### config.mk
export PLATFORM = sky130hd
export DESIGN_NAME = dma_desc_builder
export DESIGN_NICKNAME = d
export VERILOG_FILES = /design/src/rtl/dmadesc_pkg.sv /design/src/rtl/dmadesc_pack.sv /design/src/rtl/dmadesc_span.sv /design/src/rtl/dmadesc_seq.sv /design/src/rtl/dma_desc_builder.sv
export SDC_FILE = /design/constraint.sdc
export NUM_CORES = 1
export LEC_CHECK = 0
export ABC_AREA = 1
export BUFFER_PORTS_ARGS = -buffer_cell sky130_fd_sc_hd__buf_2
export CAP_MARGIN = 5
export CORE_MARGIN = 8
export CORE_UTILIZATION = 62
export CTS_CLUSTER_DIAMETER = 50
export DETAILED_ROUTE_END_ITERATION = 16
export HOLD_SLACK_MARGIN = 0.05
export PLACE_DENSITY_LB_ADDON = 0.25
export SYNTH_ARGS = -nofsm -noshare
export SYNTH_HDL_FRONTEND = slang
export SYNTH_SLANG_ARGS = --single-unit
### constraint.sdc
create_clock -name clk -period 8.2 [get_ports clk]
set_input_delay 1.23 -clock clk [delete_from_list [all_inputs] [get_ports clk]]
set_output_delay 1.23 -clock clk [all_outputs]
set_load 0.005 [all_outputs]
### src/rtl/dmadesc_pkg.sv
// Shared types and constants for the DMA window descriptor builder.
// Assumes 32-bit descriptor words. The page frame field always starts at bit 12.
package dmadesc_pkg;

    localparam logic [1:0] ACC_READ_ONLY = 2'd1;
    localparam logic [1:0] TGT_APERTURE  = 2'd3;
    localparam int         FRAME_LSB     = 12;

    typedef enum logic [3:0] {
        ST_IDLE,
        ST_CHECK,
        ST_HDR0,
        ST_HDR1,
        ST_LIN_A,
        ST_LIN_B,
        ST_PG_RD,
        ST_PG_WR,
        ST_FIN
    } seq_state_e;

    typedef struct packed {
        logic [11:0] cls;
        logic [31:0] eff_off;
        logic [31:0] size;
        logic [1:0]  acc;
        logic [1:0]  tgt;
        logic        sg;
    } win_req_t;

endpackage

### src/rtl/dmadesc_pack.sv
// Header and entry packer: forms both header words, the contiguous-window
// entry and the writable flag from a latched request.
// Assumes the aperture adjustment has already been folded into eff_off.
module dmadesc_pack
    import dmadesc_pkg::*;
(
    input  win_req_t    req,
    output logic [31:0] word0,
    output logic [31:0] word1,
    output logic [31:0] lin_entry,
    output logic        rw_flag
);

    // Pack the descriptor header fields and the single contiguous entry.
    always_comb begin
        rw_flag   = (req.acc != ACC_READ_ONLY);
        word0     = {req.eff_off[11:0], 2'b00, req.tgt, req.acc,
                     ~req.sg, 1'b1, req.cls};
        word1     = req.size - 32'd1;
        lin_entry = {req.eff_off[31:FRAME_LSB], {(FRAME_LSB-2){1'b0}},
                     rw_flag, 1'b0};
    end

endmodule

### src/rtl/dmadesc_span.sv
// Page span calculator: derives the first page index and the rounded-up
// page count of a window, and flags a window that runs past the
// available pages. Uses shifts when PAGE_BYTES is a power of two,
// and a divider otherwise.
module dmadesc_span #(
    parameter int PAGE_BYTES = 4096,
    parameter int PG_AW      = 20,
    parameter int IDX_W      = 21,
    parameter int PCNT_W     = 22
) (
    input  logic [31:0]       eff_off,
    input  logic [31:0]       size,
    input  logic [PG_AW:0]    pages_avail,
    output logic [IDX_W-1:0]  first_idx,
    output logic [PCNT_W-1:0] page_cnt,
    output logic              out_of_range
);

    localparam int PAGE_SHIFT = $clog2(PAGE_BYTES);
    localparam bit IS_POW2    = ((1 << PAGE_SHIFT) == PAGE_BYTES);

    logic [33:0] size_up;
    logic [33:0] span_end;

    assign size_up = {2'b00, size} + 34'(PAGE_BYTES - 1);

    generate
        if (IS_POW2) begin : g_shift
            // Power-of-two pages: index and count by shifting.
            always_comb begin
                first_idx = IDX_W'(eff_off >> PAGE_SHIFT);
                page_cnt  = PCNT_W'(size_up >> PAGE_SHIFT);
            end
        end else begin : g_divide
            // Other page sizes: index and count by division.
            always_comb begin
                first_idx = IDX_W'(eff_off / 32'(PAGE_BYTES));
                page_cnt  = PCNT_W'(size_up / 34'(PAGE_BYTES));
            end
        end
    endgenerate

    // Range test against the number of pages present.
    always_comb begin
        span_end     = 34'(first_idx) + 34'(page_cnt);
        out_of_range = span_end > 34'(pages_avail);
    end

endmodule

### src/rtl/dmadesc_seq.sv
// Write sequencer: steps through the check, the header words and then
// either the two contiguous entries or the per-page fetch/write pairs.
// Assumes the page-address memory returns data one cycle after a read.
module dmadesc_seq
    import dmadesc_pkg::*;
#(
    parameter int ADDR_W = 16,
    parameter int PG_AW  = 20,
    parameter int IDX_W  = 21,
    parameter int PCNT_W = 22,
    parameter int WCNT_W = 23
) (
    input  logic              clk,
    input  logic              rst_n,
    input  logic              start,
    input  logic              sg,
    input  logic              out_of_range,
    input  logic [PCNT_W-1:0] page_cnt,
    input  logic [IDX_W-1:0]  first_idx,
    input  logic [ADDR_W-1:0] base,
    input  logic [31:0]       word0,
    input  logic [31:0]       word1,
    input  logic [31:0]       lin_entry,
    input  logic              rw_flag,
    input  logic [31:0]       pg_rd_data,
    output logic              idle,
    output logic              pg_rd_en,
    output logic [PG_AW-1:0]  pg_rd_addr,
    output logic              wr_en,
    output logic [ADDR_W-1:0] wr_addr,
    output logic [31:0]       wr_data,
    output logic              busy,
    output logic              done,
    output logic              err,
    output logic [WCNT_W-1:0] words
);

    localparam logic [31:0] FRAME_MASK = ~((32'd1 << FRAME_LSB) - 32'd1);

    seq_state_e        state;
    logic [PCNT_W-1:0] pg_i;
    logic              err_q;
    logic [WCNT_W-1:0] words_q;
    logic [IDX_W:0]    pg_sum;

    // State register and page counter.
    always_ff @(posedge clk) begin
        if (!rst_n) begin
            state <= ST_IDLE;
            pg_i  <= '0;
            err_q <= 1'b0;
        end else begin
            case (state)
                ST_IDLE: if (start) begin
                    state <= ST_CHECK;
                    pg_i  <= '0;
                    err_q <= 1'b0;
                end
                ST_CHECK: if (sg && out_of_range) begin
                    err_q <= 1'b1;
                    state <= ST_FIN;
                end else begin
                    state <= ST_HDR0;
                end
                ST_HDR0: state <= ST_HDR1;
                ST_HDR1: begin
                    if (!sg)                 state <= ST_LIN_A;
                    else if (page_cnt == '0) state <= ST_FIN;
                    else                     state <= ST_PG_RD;
                end
                ST_LIN_A: state <= ST_LIN_B;
                ST_LIN_B: state <= ST_FIN;
                ST_PG_RD: state <= ST_PG_WR;
                ST_PG_WR: begin
                    if (pg_i + PCNT_W'(1) == page_cnt) begin
                        state <= ST_FIN;
                    end else begin
                        pg_i  <= pg_i + PCNT_W'(1);
                        state <= ST_PG_RD;
                    end
                end
                ST_FIN:  state <= ST_IDLE;
                default: state <= ST_IDLE;
            endcase
        end
    end

    // Count the words written in the current build.
    always_ff @(posedge clk) begin
        if (!rst_n) begin
            words_q <= '0;
        end else if (state == ST_IDLE && start) begin
            words_q <= '0;
        end else if (wr_en) begin
            words_q <= words_q + WCNT_W'(1);
        end
    end

    assign pg_sum = (IDX_W+1)'(first_idx) + (IDX_W+1)'(pg_i);

    // Drive the write port, the page read port and the status outputs.
    always_comb begin
        wr_en      = 1'b0;
        wr_addr    = base;
        wr_data    = '0;
        pg_rd_en   = 1'b0;
        pg_rd_addr = PG_AW'(pg_sum);
        case (state)
            ST_HDR0: begin
                wr_en   = 1'b1;
                wr_data = word0;
            end
            ST_HDR1: begin
                wr_en   = 1'b1;
                wr_addr = base + ADDR_W'(1);
                wr_data = word1;
            end
            ST_LIN_A: begin
                wr_en   = 1'b1;
                wr_addr = base + ADDR_W'(2);
                wr_data = lin_entry;
            end
            ST_LIN_B: begin
                wr_en   = 1'b1;
                wr_addr = base + ADDR_W'(3);
                wr_data = lin_entry;
            end
            ST_PG_RD: pg_rd_en = 1'b1;
            ST_PG_WR: begin
                wr_en   = 1'b1;
                wr_addr = base + ADDR_W'(2) + ADDR_W'(pg_i);
                wr_data = (pg_rd_data & FRAME_MASK) | {30'd0, rw_flag, 1'b0};
            end
            default: ;
        endcase
        idle  = (state == ST_IDLE);
        busy  = !idle;
        done  = (state == ST_FIN);
        err   = done && err_q;
        words = words_q;
    end

endmodule

### src/rtl/dma_desc_builder.sv
// DMA window descriptor builder top. On start it latches the request,
// folding the host-aperture base into the offset. It then hands the
// request to the packer, the span calculator and the write sequencer.
// Assumes a single write port and a page-address memory with one cycle
// of read latency.
module dma_desc_builder
    import dmadesc_pkg::*;
#(
    parameter int ADDR_W     = 16,
    parameter int PG_AW      = 20,
    parameter int PAGE_BYTES = 4096,
    parameter int WCNT_W     = 35 - $clog2(PAGE_BYTES)
) (
    input  logic              clk,
    input  logic              rst_n,
    input  logic              start,
    input  logic [ADDR_W-1:0] desc_base,
    input  logic [11:0]       obj_class,
    input  logic [31:0]       win_offset,
    input  logic [31:0]       win_size,
    input  logic [1:0]        access_mode,
    input  logic [1:0]        target_sel,
    input  logic              sg_mode,
    input  logic [31:0]       aperture_base,
    input  logic [PG_AW:0]    pages_avail,
    output logic              pg_rd_en,
    output logic [PG_AW-1:0]  pg_rd_addr,
    input  logic [31:0]       pg_rd_data,
    output logic              wr_en,
    output logic [ADDR_W-1:0] wr_addr,
    output logic [31:0]       wr_data,
    output logic              busy,
    output logic              done,
    output logic              err,
    output logic [WCNT_W-1:0] words_written
);

    localparam int PAGE_SHIFT = $clog2(PAGE_BYTES);
    localparam int IDX_W      = 33 - PAGE_SHIFT;
    localparam int PCNT_W     = 34 - PAGE_SHIFT;

    win_req_t          req_q;
    logic [ADDR_W-1:0] base_q;
    logic [PG_AW:0]    avail_q;
    logic              idle;
    logic [31:0]       word0, word1, lin_entry;
    logic              rw_flag;
    logic [IDX_W-1:0]  first_idx;
    logic [PCNT_W-1:0] page_cnt;
    logic              out_of_range;

    // Latch the request while idle, adding the aperture base for target 3.
    always_ff @(posedge clk) begin
        if (!rst_n) begin
            req_q   <= '0;
            base_q  <= '0;
            avail_q <= '0;
        end else if (idle && start) begin
            req_q.cls     <= obj_class;
            req_q.eff_off <= (target_sel == TGT_APERTURE) ?
                             win_offset + aperture_base : win_offset;
            req_q.size    <= win_size;
            req_q.acc     <= access_mode;
            req_q.tgt     <= target_sel;
            req_q.sg      <= sg_mode;
            base_q        <= desc_base;
            avail_q       <= pages_avail;
        end
    end

    dmadesc_pack u_pack (
        .req       (req_q),
        .word0     (word0),
        .word1     (word1),
        .lin_entry (lin_entry),
        .rw_flag   (rw_flag)
    );

    dmadesc_span #(
        .PAGE_BYTES (PAGE_BYTES),
        .PG_AW      (PG_AW),
        .IDX_W      (IDX_W),
        .PCNT_W     (PCNT_W)
    ) u_span (
        .eff_off      (req_q.eff_off),
        .size         (req_q.size),
        .pages_avail  (avail_q),
        .first_idx    (first_idx),
        .page_cnt     (page_cnt),
        .out_of_range (out_of_range)
    );

    dmadesc_seq #(
        .ADDR_W (ADDR_W),
        .PG_AW  (PG_AW),
        .IDX_W  (IDX_W),
        .PCNT_W (PCNT_W),
        .WCNT_W (WCNT_W)
    ) u_seq (
        .clk          (clk),
        .rst_n        (rst_n),
        .start        (start),
        .sg           (req_q.sg),
        .out_of_range (out_of_range),
        .page_cnt     (page_cnt),
        .first_idx    (first_idx),
        .base         (base_q),
        .word0        (word0),
        .word1        (word1),
        .lin_entry    (lin_entry),
        .rw_flag      (rw_flag),
        .pg_rd_data   (pg_rd_data),
        .idle         (idle),
        .pg_rd_en     (pg_rd_en),
        .pg_rd_addr   (pg_rd_addr),
        .wr_en        (wr_en),
        .wr_addr      (wr_addr),
        .wr_data      (wr_data),
        .busy         (busy),
        .done         (done),
        .err          (err),
        .words        (words_written)
    );

endmodule

==> qor.csv <==
stage,metric,value,unit
global_route,number of global-route vias before repair,17400,
timing,Worst Clk Skew,27.13,ps
die,die area,29760,sq um
synth,post-synth top area share,22.14,%
synth,async set or reset register ratio after synthesis,0,%
die,Die H,172.5,um
timing,number of setup violations in the final report,0,
timing,Fin Setup TNS,0,ps
setup_path,startpoint types,flip-flop,
clocking,hold buffers post-CTS,0,
clocking,CTS Sinks,168,
routing,drt wl/cell,19.02,um
clocking,clk_lat worst skew,460,ps
power,power share of the clock group,25.1,%
clocking,total CTS buffers,17,
setup_path,data required time of the worst path,8570,ps
timing,share of the clock period used by the worst path,71.44,%
power,worst vdd ir,115.6,uV
clocking,# H-tree levels,4,
die,die width,172.5,um
die,CORE AREA,24180,sq um
synth,post-synthesis sequential area ratio,22.14,%
place,Placed Area,16730,sq um
die,Rows,57,
final_layout,share of cells above drive strength 1,13.50,%
synth,Syn Area/Cell,6.075,sq um
clocking,Root Driver,clkbuf_16,
power,Reg power frac,31.5,%
routing,Vias per Instance,6.009,
synth,"count leader, synth",nand2_1,
clocking,# resized after CTS,0,
status,run status,"finished, final reports clean",
place,routability cong.,1.025,
routing,DRT antenna net count,0,
power,Switching Fraction,46.19,%
synth,Main synth FF type,dfxtp_1,
setup_path,Worst Path Max Fanout,6,
global_route,met1 global-route usage,45.97,%
synth,synth unique cells,57,
setup_path,crit path kind,reg2reg,
job,MaxCap Viol Count,0,
timing,RSZ-0062 raised after global routing,false,
final_layout,area grow syn2layout,14.22,%
global_route,first-pass GRT wire length,91200,um
synth,yosys warns,0,
die,Top Ports,281,
min_path,Worst Hold Class,reg2reg,
synth,Post-synth EDFFs,0,
global_route,pin count of the biggest net entering global routing,105,
power,Pwr Total,3.415,mW
timing,Tmin final,5858,ps
power,leak pwr,8.636,nW
final_layout,Final #Nets,3038,
timing,Pins Over Slew Limit,0,
setup_path,crit-path max cell delay,410,ps
timing,slew of the pin with the lowest slew margin,1132,ps
synth,Syn Std Cell Area,15190,sq um
power,Psw,1.577,mW
global_route,gr usage total,37.35,%
synth,Synth area leaders,"dfxtp_1 22%, nand2_1 17%, ha_1 9.2%",
clocking,Max Root-Sink Buffers,2,
routing,vias,18470,
final_layout,Final Instance Area,17350,sq um
power,Int Power,1.838,mW
global_route,met3 Resource Use GR,9.853,%
global_route,GRT Residual Overflow,0,
synth,Commonest cells post-synth,"695 x nand2_1, 324 x inv_1, 248 x nor2_1, 212 x o21ai_0, 169 x nand3_1",
routing,1st-pass router iterations,9,
timing,final hold violation count,0,
synth,Post-Synthesis Net Count,2802,
synth,synthesized instance count,2500,
die,Initial Util,62.82,%
global_route,grt met2 use,60.02,%
power,power share of the combinational group,43.4,%
setup_path,CP endpoint kind,flip-flop,
timing,max_slew headroom,24.24,%
global_route,Most Crowded Layer GR,met2,
clocking,Clock transition at path regs,90,ps
synth,Synth Register Bits,168,
place,dpl hpwl,45370,um
routing,Routed WL,58460,um
routing,Detailed Route Iter0 Violations,2387,
setup_path,slowest cell on the critical path,fa_1,
place,Port Buf Inserts,268,
routing,Post-route DRC,0,
power,Pwr Density,196.8,nW/um^2
clocking,Post-CTS Setup Bufs,0,
clocking,CTS tree,built,
global_route,initial antenna violation count,0,
synth,"area leader, netlist",dfxtp_1,
setup_path,most common cell type on the critical path,nand2_1,
setup_path,Worst Path Arrival,6230,ps
timing,Max Freq,170.7,MHz
per-stage QoR:
stage               util (%)  instances  worst slack [ps]  hold WS (ps)
global route           71.74       3073              1843         498.1
CTS                    71.74       3073              2519         478.1
finish                 71.75       3074              2342         473.6
floorplan                  -       2500              3595         428.6
detailed placement     69.21       3041              2554         458.5
global placement       69.21       3041              2791         438.9
worst max-delay path, delay by kind of cell (launching register included):
kind | cells | cell delay [ps]
adder cells (fa/ha/maj) | 4 | 1140
buffers and inverters | 4 | 380
AO/OA/AOI/OAI | 6 | 1330
AND/OR/NAND/NOR | 22 | 2580
flip-flops | 1 | 340
power groups by stage:
stage	clock (mW)	sequential (mW)	combinational, mW
2_1_floorplan	0	1.01	1.00
3_3_place_gp	0	1.08	1.38
3_5_place_dp	0	1.08	1.42
4_1_cts	0.855	1.06	1.44
5_1_grt	0.886	1.08	1.63
6_report	0.857	1.08	1.48
metal layers:
metal,up-vias,share of wire [%]
met5,-,0
met4,0,5.0
met3,251,12
met2,1323,44
met1,8204,39
li1,8695,-
sequential cells by signal, summed over array words and instances (netlist names):
register     count
u_seq.state      4
u_seq.words     23
u_seq.pg_i      22
u_seq.err_q      1
req_q           81
base_q          16
avail_q         21
kinds of logic (layout without fill, tap and decap cells):
kind of cell,Yosys count,count (layout),share of synthesized area (%)
simple gates,1257,1257,35.18
compound gates,482,482,18.00
buf+inv,393,642,10.00
flops,168,168,22.14
fa+ha+maj,117,117,9.885
xor+xnor,83,83,4.786
other cells,0,1,0
worst paths after layout:
kind / start / endpoint / slack, ps / depth (start not counted)
hold / removal: req_q[80] / req_q[80] / 470 / 2
hold reg to reg: req_q[80] / req_q[80] / 470 / 2
setup / recovery: req_q[5] / u_seq.state[1] / 2340 / 36
setup reg to reg: req_q[5] / u_seq.state[1] / 2340 / 36
placed cells by master, fill, tap and decap left out, types with 6 or more instances in the layout:
cell type,synthesis,routed
o21bai_1,9,9
o21ai_0,212,212
ha_1,112,112
buf_4,1,7
xnor2_1,25,25
nand2_2,13,14
inv_2,7,7
nand2_1,695,694
nand3_1,169,169
nor2_2,17,16
or2_2,8,8
nor2_1,248,248
buf_2,8,268
inv_1,324,324
nor4_1,8,8
nand4_1,33,33
xor2_1,58,58
a21oi_1,153,153
nor3_1,35,35
o21a_1,7,7
o22ai_1,16,16
nor3b_1,6,6
o2111ai_1,16,16
a221oi_1,6,6
dfxtp_1,168,168
o211ai_1,20,20
clkbuf_16,0,17
nor2_4,6,7
cell type report:
type,count,area [sq um]
multi-input cells,1939,10310
fillers,2096,6829
flip-flops and latches,168,3363
repair buffers,275,1394
inverters,335,1257
clock buffers,17,425.4
well taps,324,405.4
clock inverters,15,186.4
diodes,1,2.502
Note: power is estimated with default switching activity, not from simulation.
